**config.mk**
```make
export PLATFORM = sky130hd
export DESIGN_NAME = disk_xfer_end
export DESIGN_NICKNAME = d
export VERILOG_FILES = /design/src/rtl/disk_end_pkg.sv /design/src/rtl/xfer_counter.sv /design/src/rtl/end_arbiter.sv /design/src/rtl/status_builder.sv /design/src/rtl/disk_xfer_end.sv
export SDC_FILE = /design/constraint.sdc
export NUM_CORES = 1
export LEC_CHECK = 0
export CAP_MARGIN = 5
export CORE_MARGIN = 5
export CORE_UTILIZATION = 44
export DETAILED_ROUTE_END_ITERATION = 16
export GPL_ROUTABILITY_DRIVEN = 0
export GPL_TIMING_DRIVEN = 0
export PLACE_DENSITY = 0.88
export SYNTH_ARGS = -nofsm -noshare
export SYNTH_HDL_FRONTEND = slang
export SYNTH_SLANG_ARGS = --single-unit
```
**constraint.sdc**
```tcl
create_clock -name clk_i -period 2.3 [get_ports clk_i]
set_input_delay 0.23 -clock clk_i [delete_from_list [all_inputs] [get_ports clk_i]]
set_output_delay 0.23 -clock clk_i [all_outputs]
set_load 0.05 [all_outputs]
```
**src/rtl/disk_end_pkg.sv**
```systemverilog
package disk_end_pkg;
  typedef enum logic [1:0] {ST_IDLE, ST_RUN, ST_DONE} xfer_st_e;
  typedef enum logic [2:0] {END_NONE, END_OVR, END_XERR, END_CHK, END_IDX, END_CNT} end_kind_e;

  localparam int STAT_W = 16;

  // status bit numbering is MSB-first
  function automatic logic [STAT_W-1:0] sbit(input int n);
    return {{(STAT_W-1){1'b0}}, 1'b1} << (STAT_W - 1 - n);
  endfunction
endpackage

```
**src/rtl/xfer_counter.sv**
```systemverilog
module xfer_counter #(
  parameter int ADDR_W = 16,
  parameter int CNT_W  = 16
) (
  input  logic              clk_i,
  input  logic              rst_ni,
  input  logic              load_i,
  input  logic [ADDR_W-1:0] addr_i,
  input  logic [CNT_W-1:0]  cnt_i,
  input  logic              step_i,
  output logic [ADDR_W-1:0] addr_o,
  output logic [CNT_W-1:0]  cnt_o,
  output logic              zero_o
);
  localparam logic [ADDR_W-1:0] ADDR_ONE = ADDR_W'(1);
  localparam logic [CNT_W-1:0]  CNT_ONE  = CNT_W'(1);

  always_ff @(posedge clk_i or negedge rst_ni) begin
    if (!rst_ni) begin
      addr_o <= '0;
      cnt_o  <= '0;
    end else if (load_i) begin
      addr_o <= addr_i;
      cnt_o  <= cnt_i;
    end else if (step_i) begin
      addr_o <= addr_o + ADDR_ONE;
      cnt_o  <= cnt_o - CNT_ONE;
    end
  end

  assign zero_o = (cnt_o == '0);

  assert_step_moves_R2: assert property (@(posedge clk_i) disable iff (!rst_ni)
    (step_i && !load_i) |=> (addr_o == $past(addr_o) + ADDR_ONE) && (cnt_o == $past(cnt_o) - CNT_ONE));

  assert_hold_idle_R1: assert property (@(posedge clk_i) disable iff (!rst_ni)
    (!step_i && !load_i) |=> $stable(addr_o) && $stable(cnt_o));
endmodule

```
**src/rtl/end_arbiter.sv**
```systemverilog
module end_arbiter
  import disk_end_pkg::*;
(
  input  logic      run_i,
  input  logic      overrun_i,
  input  logic      xfer_err_i,
  input  logic      chk_err_i,
  input  logic      index_i,
  input  logic      cnt_zero_i,
  output end_kind_e kind_o
);
  always_comb begin
    kind_o = END_NONE;
    if (run_i) begin
      if (overrun_i)                 kind_o = END_OVR;
      else if (xfer_err_i)           kind_o = END_XERR;
      else if (chk_err_i)            kind_o = END_CHK;
      else if (index_i && !cnt_zero_i) kind_o = END_IDX;
      else if (cnt_zero_i)           kind_o = END_CNT;
    end
  end
endmodule

```
**src/rtl/status_builder.sv**
```systemverilog
module status_builder
  import disk_end_pkg::*;
(
  input  logic              clk_i,
  input  logic              rst_ni,
  input  logic              clr_i,
  input  end_kind_e         kind_i,
  input  logic              err_src_i,
  output logic [STAT_W-1:0] isw_o,
  output logic [STAT_W-1:0] iswex_o,
  output logic              irq_o
);
  localparam logic [STAT_W-1:0] END_BITS = sbit(11) | sbit(13);
  localparam logic [STAT_W-1:0] ANY_ERR  = sbit(3);

  logic [STAT_W-1:0] isw_d, iswex_d;

  always_comb begin
    iswex_d = '0;
    unique case (kind_i)
      END_OVR:  isw_d = END_BITS | ANY_ERR | sbit(2);
      END_XERR: isw_d = END_BITS | ANY_ERR | (err_src_i ? sbit(4) : sbit(5));
      END_CHK: begin
        isw_d   = END_BITS | ANY_ERR | sbit(15);
        iswex_d = sbit(4);
      end
      END_IDX:  isw_d = END_BITS | ANY_ERR | sbit(6);
      END_CNT:  isw_d = END_BITS;
      default:  isw_d = '0;
    endcase
  end

  always_ff @(posedge clk_i or negedge rst_ni) begin
    if (!rst_ni) begin
      isw_o   <= '0;
      iswex_o <= '0;
      irq_o   <= 1'b0;
    end else begin
      irq_o <= 1'b0;
      if (clr_i) begin
        isw_o   <= '0;
        iswex_o <= '0;
      end else if (kind_i != END_NONE) begin
        isw_o   <= isw_d;
        iswex_o <= iswex_d;
        irq_o   <= 1'b1;
      end
    end
  end

  assert_irq_single_R9: assert property (@(posedge clk_i) disable iff (!rst_ni)
    irq_o |=> !irq_o);

  assert_status_hold_R9: assert property (@(posedge clk_i) disable iff (!rst_ni)
    (!clr_i && kind_i == END_NONE) |=> $stable(isw_o) && $stable(iswex_o));

  assert_ext_only_chk_R6: assert property (@(posedge clk_i) disable iff (!rst_ni)
    (iswex_o != '0) |-> isw_o[STAT_W-1-15]);
endmodule

```
**src/rtl/disk_xfer_end.sv**
```systemverilog
module disk_xfer_end
  import disk_end_pkg::*;
#(
  parameter int ADDR_W = 16,
  parameter int CNT_W  = 16
) (
  input  logic              clk_i,
  input  logic              rst_ni,
  input  logic              start_i,
  input  logic [ADDR_W-1:0] start_addr_i,
  input  logic [CNT_W-1:0]  start_cnt_i,
  input  logic              word_ok_i,
  input  logic              xfer_err_i,
  input  logic              err_src_i,
  input  logic              chk_err_i,
  input  logic              overrun_i,
  input  logic              index_i,
  input  logic              clear_i,
  output logic [ADDR_W-1:0] addr_o,
  output logic [CNT_W-1:0]  cnt_o,
  output logic              busy_o,
  output logic [15:0]       isw_o,
  output logic [15:0]       iswex_o,
  output logic              irq_o
);
  xfer_st_e  st_q;
  end_kind_e kind;
  logic      run, cnt_zero, step;

  // start and clear override any end decision in the same cycle
  assign run  = (st_q == ST_RUN) && !start_i && !clear_i;
  assign step = run && (kind == END_NONE) && word_ok_i;

  always_ff @(posedge clk_i or negedge rst_ni) begin
    if (!rst_ni)                 st_q <= ST_IDLE;
    else if (start_i)            st_q <= ST_RUN;
    else if (clear_i)            st_q <= ST_IDLE;
    else if (kind != END_NONE)   st_q <= ST_DONE;
  end

  assign busy_o = (st_q == ST_RUN);

  xfer_counter #(.ADDR_W(ADDR_W), .CNT_W(CNT_W)) u_cnt (
    .clk_i  (clk_i),
    .rst_ni (rst_ni),
    .load_i (start_i),
    .addr_i (start_addr_i),
    .cnt_i  (start_cnt_i),
    .step_i (step),
    .addr_o (addr_o),
    .cnt_o  (cnt_o),
    .zero_o (cnt_zero)
  );

  end_arbiter u_arb (
    .run_i      (run),
    .overrun_i  (overrun_i),
    .xfer_err_i (xfer_err_i),
    .chk_err_i  (chk_err_i),
    .index_i    (index_i),
    .cnt_zero_i (cnt_zero),
    .kind_o     (kind)
  );

  status_builder u_stat (
    .clk_i     (clk_i),
    .rst_ni    (rst_ni),
    .clr_i     (start_i | clear_i),
    .kind_i    (kind),
    .err_src_i (err_src_i),
    .isw_o     (isw_o),
    .iswex_o   (iswex_o),
    .irq_o     (irq_o)
  );

  assert_overrun_end_R4: assert property (@(posedge clk_i) disable iff (!rst_ni)
    (busy_o && overrun_i && !start_i && !clear_i) |=>
      (isw_o == 16'h3014) && (addr_o == $past(addr_o)) && !busy_o);

  assert_irq_has_ends_R3: assert property (@(posedge clk_i) disable iff (!rst_ni)
    irq_o |-> (isw_o[4] && isw_o[2] && !busy_o));

  assert_start_clears_R1: assert property (@(posedge clk_i) disable iff (!rst_ni)
    start_i |=> busy_o && (isw_o == '0) && (iswex_o == '0));

  assert_idle_ignores_R1: assert property (@(posedge clk_i) disable iff (!rst_ni)
    (!busy_o && !start_i) |=> $stable(addr_o) && $stable(cnt_o));

  assert_index_len_R7: assert property (@(posedge clk_i) disable iff (!rst_ni)
    (busy_o && index_i && cnt_o != '0 && !overrun_i && !xfer_err_i && !chk_err_i
     && !start_i && !clear_i) |=> (isw_o == 16'h1214));
endmodule

```
==> out/results.txt, run 1 <==
status - completed
share of cells above drive strength 1 - 13.8%
DR vias - 2631
combinational power share - 34.8%
Total GRT Usage - 20.9%
final hold violation count - 0
Die Height - 87.6 um
Final Cycle Share - 95.3%
initial antenna violation count - 0
Clock Sink Count - 43
clk slew on worst S/H paths - 0.09 ns
Pre-antenna DRT Iters - 5
met1 usage - 28.4%
most used routing layer - met2
Synth Area in XOR/XNOR - 0%
compound-gate portion of the synthesized area - 23.5%
initial drt markers - 151
DRC errors left - 0
Clock Tree Buf Depth - 2
Required @ worst endpoint - 2.49 ns
H-tree depth - 2
worst-path fanout max - 10
main combinational cell family by area after synthesis - compound AO/OA/AOI/OAI gates
WP data arrival - 2.38 ns
PD cells - 555 nW/um^2
routing usage on met3 - 3.95%
critical path capture point type - flop
Std-Cell Rows - 28
sequential-to-total area share from yosys stat - 40.7%
crit-path cells - inv_1 -> ha_2 -> nor4b_4 -> and4_1 -> buf_4 -> nor2_1 -> clkbuf_4 -> a32o_1 -> a21o_1
die area - 7670 sq um
I/O pin count - 108
WS Path Type - reg2reg
HPWL Detailed - 5900 um
P_leak - 1.65 nW
total grt overflow - 0
Slew Limit Fails - 0
Cells after Synth - 291
Slew HR - 59.7%
syn avg cell area - 9.09 sq um
layout net count - 449
Inserted Clock Buffers - 5
synthesized-area fraction occupied by adder cells - 0.946%
DRT antenna net count - 0
Die Wd - 87.6 um
fmax - 0.456 GHz
Core ar. - 5890 sq um
CP startpoint kind - flop
Layout area overhead - 44.1%
Simple-Gate Fraction of Synth Area - 22.2%
Clock Root Buffer - clkbuf_8
clk_skew - 0.00535 ns
Setup violations, final - 0
final setup margin - 0.109 ns
setup repair bufs after CTS - 0
sequential share of power - 42.3%
number of diodes - 0
M2 GR Usage - 34.9%
Tightest Pin Transition - 0.604 ns
area of the multi-input gates - 1380 sq um
Buffers on Ports - 83
FILL cells - 492
Post-synth EDFFs - 0
max-cap viol count - 0
total chip power - 0.00211 W
maximum vdd drop - 0.289 mV
commonest non-fill, non-tap cells in the layout - clkdlybuf4s50_1 (82), dfrtp_1 (42), nand2_1 (28)
global-route wire length before repair - 12700 um
Setup Slack @ Placement - -0.0670 ns
net switching power - 0.000817 W
Final min period - 2.19 ns
FF+latch area - 1080 sq um
ys flop type - dfrtp_1
Ys Warns - 0
worst min path class - in2reg
Hold WS - 0.264 ns
internal power - 0.00130 W
switching part of the total power - 38.7%
vias in the first global route - 2595
synthesis-stage register bit count - 43
TNS Setup - 0 ns
vias per cell - 5.47
CTS tree - done
Routed WL - 7780 um
synth unique cells - 56
multiplexer area fraction after synthesis - 0.804%
synthesized area - 2650 sq um
Clock Latency Late Sink - 0.29 ns
clock share of power - 22.8%
drt wl/cell - 16.2 um
most common cell after layout, fill and taps aside - clkdlybuf4s50_1
CP max stage cell - dfrtp_2
FFs w/ async S/R, synth - 100%
RSZ-0062 raised after global routing - false
CP max stage delay - 0.45 ns
largest net degree at the start of global routing - 24
Initial Utilization - 45.0%
Layout Utilization - 64.8%
==> state kept, by name (all words and copies together) (netlist names) <==
register,flops
u_stat.iswex_o,1
u_stat.irq_o,1
u_cnt.cnt_o,16
u_cnt.addr_o,16
u_stat.isw_o,7
st_q,2
==> kinds of logic (layout without fill, tap and decap cells) <==
| logic type | Yosys count | in the layout |
|---|---|---|
| simple gates | 99 | 99 |
| compound gates | 88 | 88 |
| buf+inv | 56 | 149 |
| flops | 43 | 43 |
| fa+ha+maj | 2 | 2 |
| mux | 2 | 2 |
| other cells | 1 | 23 |
==> metrics by stage <==
stage	std cells	cell area [sq um]
after floorplan	313	2730
after global placement	471	3650
after detailed placement	472	3680
after CTS	481	3800
after global routing	481	3810
final	481	3810
==> layer usage <==
layer / part of all wire, % / wire length, um
met1: 41 / 3210
met2: 49 / 3800
met3: 9.0 / 703
met4: 0.86 / 67
met5: 0 / 0
==> critical path, delay by kind of cell, from the launching register on <==
kind / cells / cell delay, ns
AO/OA/AOI/OAI: 2 / 0.40
AND/OR/NAND/NOR: 3 / 0.56
buffers and inverters: 3 / 0.44
flip-flops: 1 / 0.45
adder cells (fa/ha/maj): 1 / 0.22
==> cell usage after synthesis (6+ instances only) <==
cell type	count	area share [%]
nor2_1	16	2.3
clkbuf_1	6	0.85
nand2_1	28	4.0
o21ai_1	12	2.3
and3_1	6	1.4
nor3_1	10	1.9
a221o_1	6	2.3
a21oi_1	18	3.4
dfrtp_1	43	41
buf_4	25	7.1
nand3_1	8	1.5
inv_1	20	2.8
o211ai_1	6	1.7
==> worst paths after layout <==
path / startpoint / end / slack [ns] / depth (start not counted)
worst max register to register: u_cnt.cnt_o[0] / u_cnt.addr_o[4] / 0.11 / 9
max in group asynchronous: rst_ni / u_cnt.cnt_o[0] / 1.33 / 3
worst min register to register: u_stat.isw_o[0] / u_stat.isw_o[0] / 0.50 / 1
worst min-delay path: xfer_err_i / u_stat.isw_o[10] / 0.26 / 3
worst max-delay path: u_cnt.cnt_o[0] / u_cnt.addr_o[4] / 0.11 / 9
min in group asynchronous: rst_ni / u_cnt.cnt_o[14] / 0.46 / 2
==> layout make-up <==
| type | instances | share of cell area, % |
|---|---|---|
| Tap cell | 75 | 2.46 |
| Timing Repair Buffer | 85 | 22.6 |
| Clock buffer | 6 | 1.90 |
| Clock inverter | 2 | 0.328 |
| Inverter | 20 | 1.97 |
| Sequential cell | 43 | 28.3 |
| Multi-Input combinational cell | 214 | 36.2 |
| Buffer | 36 | 6.24 |
==> power by group through the flow <==
stage          Clock (W)  Sequential (W)  Combinational [W]
5_1_grt         0.000517        0.000908           0.000781
2_1_floorplan          0         0.00109           0.000273
6_report        0.000483        0.000895           0.000736
4_1_cts         0.000491        0.000892           0.000737
3_3_place_gp           0        0.000901           0.000713
3_5_place_dp           0        0.000904           0.000730
==> timing repair <==
item	in CTS	in global routing
endpoints found under the hold margin	22	0
resized for setup	3	5
setup endpoints to repair	8	9
gates cloned	0	0
hold buffers	1	0
Note: power is estimated with default switching activity, not from simulation.
==> run 2: changes to the inputs <==
--- a/config.mk
+++ b/config.mk
@@ -5,13 +5,15 @@
 export SDC_FILE = /design/constraint.sdc
 export NUM_CORES = 1
 export LEC_CHECK = 0
+export ABC_AREA = 1
 export CAP_MARGIN = 5
 export CORE_MARGIN = 5
-export CORE_UTILIZATION = 44
+export CORE_UTILIZATION = 45
 export DETAILED_ROUTE_END_ITERATION = 16
 export GPL_ROUTABILITY_DRIVEN = 0
 export GPL_TIMING_DRIVEN = 0
-export PLACE_DENSITY = 0.88
+export PLACE_DENSITY = 0.87
 export SYNTH_ARGS = -nofsm -noshare
 export SYNTH_HDL_FRONTEND = slang
+export SYNTH_HIERARCHICAL = 1
 export SYNTH_SLANG_ARGS = --single-unit
==> constraint.sdc (replaced) <==
create_clock -name clk_i -period 2.56 [get_ports clk_i]
set_input_delay 0.256 -clock clk_i [delete_from_list [all_inputs] [get_ports clk_i]]
set_output_delay 0.256 -clock clk_i [all_outputs]
set_load 0.05 [all_outputs]
==> out/results.txt, run 2 <==
Setup violations, final - 0
clk_skew - 0.00753 ns
Layout area overhead - 43.4%
worst-path fanout max - 10
total chip power - 0.00221 W
sequential share of power - 37.4%
synthesis-stage register bit count - 43
Ys Warns - 6
top flop regs - u_cnt/addr_o (16), u_cnt/cnt_o (16), u_stat/isw_o (7)
initial antenna violation count - 0
commonest non-fill, non-tap cells in the layout - nand2_1 (118), clkdlybuf4s50_1 (83), nor2_1 (36)
top-count cell post-synth - nand2_1
Post-synth EDFFs - 0
synthesized area - 2960 sq um
most frequent cells after synthesis - nand2_1 (118), dfrtp_1 (43), nor2_1 (41)
Layout Utilization - 66.5%
syn avg cell area - 7.34 sq um
Core ar. - 6390 sq um
PD cells - 520 nW/um^2
combinational power share - 37.5%
Slew HR - 64.2%
FILL cells - 540
Final Cycle Share - 94.9%
Cells after Synth - 404
drt wl/cell - 13.9 um
Synth area leaders - dfrtp_1 (36%), nand2_1 (15%), buf_4 (6.3%)
HPWL Detailed - 6360 um
synth unique cells - 34
DR vias - 3049
Slew Limit Fails - 0
Initial Utilization - 46.4%
layout net count - 568
Clock Sink Count - 43
sequential-to-total area share from yosys stat - 36.3%
net switching power - 0.000852 W
FFs w/ async S/R, synth - 100%
status - completed
share of cells above drive strength 1 - 21.3%
Total GRT Usage - 19.5%
Clock Root Buffer - clkbuf_8
Required @ worst endpoint - 2.80 ns
die area - 8310 sq um
maximum vdd drop - 0.264 mV
vias per cell - 5.06
initial drt markers - 177
internal power - 0.00136 W
critical path capture point type - flop
total grt overflow - 0
number of diodes - 0
Pre-antenna DRT Iters - 5
Clock Tree Buf Depth - 2
cell type with the largest total area after synthesis - dfrtp_1
DRT antenna net count - 0
Inserted Clock Buffers - 5
Std-Cell Rows - 29
WS Path Type - reg2reg
DRC errors left - 0
switching part of the total power - 38.6%
Yosys top cell area share - 36.3%
clock share of power - 25.2%
Clock Latency Late Sink - 0.30 ns
CTS tree - done
Routed WL - 8360 um
fmax - 0.412 GHz
max-cap viol count - 0
final hold violation count - 0
most common cell after layout, fill and taps aside - nand2_1
TNS Setup - 0 ns
ys flop type - dfrtp_1
vias in the first global route - 2953
P_leak - 1.98 nW
Tightest Pin Transition - 0.536 ns
H-tree depth - 2
Buffers on Ports - 84
Final min period - 2.43 ns
I/O pin count - 108
CP startpoint kind - flop
Die Height - 91.2 um
largest net degree at the start of global routing - 30
global-route wire length before repair - 13500 um
WP data arrival - 2.66 ns
worst min path class - in2async
clk slew on worst S/H paths - 0.09 ns
Die Wd - 91.2 um
==> run 2: area by class of cell <==
type                       count  area, sq um  area share (%)
sequential                    43         1090            25.6
multi-input combinational    308         1590            37.5
tap                           77         96.3            2.27
inverter                      42          170            4.00
clock inverter                 2         35.0           0.824
buffer                        32          256            6.04
clock buffer                   6         82.6            1.94
timing repair buffer          92          928            21.8
==> run 2: per-layer routing <==
metal	track usage, %	share of wire, %	vias up
li1	-	-	1500
met1	22.4	39	1410
met2	35.4	52	132
met3	5.21	7.9	7
met4	5.13	0.66	0
met5	0	0	-
==> run 2: through the flow <==
| step | area [sq um] | setup slack, ns | std cells | hold slack (ns) |
|---|---|---|---|---|
| 6_report | 4250 | 0.131 | 602 | 0.407 |
| 5_1_grt | 4250 | -0.0366 | 602 | 0.436 |
| 4_1_cts | 4170 | 0.0155 | 599 | 0.403 |
| 3_5_place_dp | 4030 | -0.234 | 588 | 0.192 |
| 3_3_place_gp | 4010 | -0.188 | 587 | 0.455 |
| 2_1_floorplan | 3070 | 0.0213 | 426 | -0.0396 |
==> run 2: path summary, 6_finish.rpt <==
kind | cells past startpoint | from | endpoint | slack, ns
min in group clk_i | 2 | u_stat/isw_o[0] | u_stat/isw_o[0] | 0.48
worst max register to register | 16 | u_cnt/cnt_o[0] | u_cnt/cnt_o[6] | 0.13
max in group asynchronous | 3 | rst_ni | u_cnt/cnt_o[0] | 1.66
worst min register to register | 2 | u_stat/isw_o[0] | u_stat/isw_o[0] | 0.48
worst min-delay path | 2 | rst_ni | u_cnt/cnt_o[6] | 0.41
worst max-delay path | 16 | u_cnt/cnt_o[0] | u_cnt/cnt_o[6] | 0.13
==> run 2: power groups by stage <==
| stage | clock network [W] | logic [W] | registers [W] |
|---|---|---|---|
| after floorplan | 0 | 0.000352 | 0.00101 |
| after global placement | 0 | 0.000786 | 0.000832 |
| after detailed placement | 0 | 0.000804 | 0.000835 |
| after CTS | 0.000565 | 0.000809 | 0.000822 |
| after global routing | 0.000592 | 0.000881 | 0.000837 |
| final | 0.000555 | 0.000828 | 0.000825 |
==> run 2: what timing repair did <==
item	in CTS	in global routing
resized for setup	2	10
hold buffers	1	0
buffers inserted	2	3
endpoints found under the setup margin	30	29
hold endpoints to repair	14	0
cloned	0	1
pin swaps	2	5
==> run 2: kinds of logic (layout without fill, tap and decap cells) <==
logic type / after synthesis / in the layout / share of synthesized area (%)
other: 1 / 23 / 0.127
buffers and inverters: 75 / 174 / 14.0
DFF: 43 / 43 / 36.3
adders and majority gates: 2 / 2 / 0.844
xor gates and xnor gates: 7 / 7 / 2.07
and+or+nand+nor: 233 / 233 / 35.2
AOI/OAI and AO/OA: 43 / 43 / 11.4
==> run 2: worst max-delay path, stage by stage, from the launching register on <==
cell     delay [ns]
dfrtp_2        0.39
inv_4          0.05
ha_4           0.17
nand3_1        0.11
nor2_2         0.06
nand2_1        0.09
nor2_2         0.06
o21ai_1        0.15
nor2_2         0.07
nor2_2         0.17
nand3_2        0.12
nor2_4         0.23
nand2_2        0.16
inv_2          0.12
buf_4          0.20
nand3_1        0.10
nand3_1        0.10
==> run 3: changes to the inputs <==
--- a/config.mk
+++ b/config.mk
@@ -13,6 +13,7 @@
 export GPL_ROUTABILITY_DRIVEN = 0
 export GPL_TIMING_DRIVEN = 0
 export PLACE_DENSITY = 0.87
+export SKIP_LAST_GASP = 1
 export SYNTH_ARGS = -nofsm -noshare
 export SYNTH_HDL_FRONTEND = slang
 export SYNTH_HIERARCHICAL = 1
==> results of run 3 <==
Same layout as run 2: the final DEF is identical, and so are final timing and power.
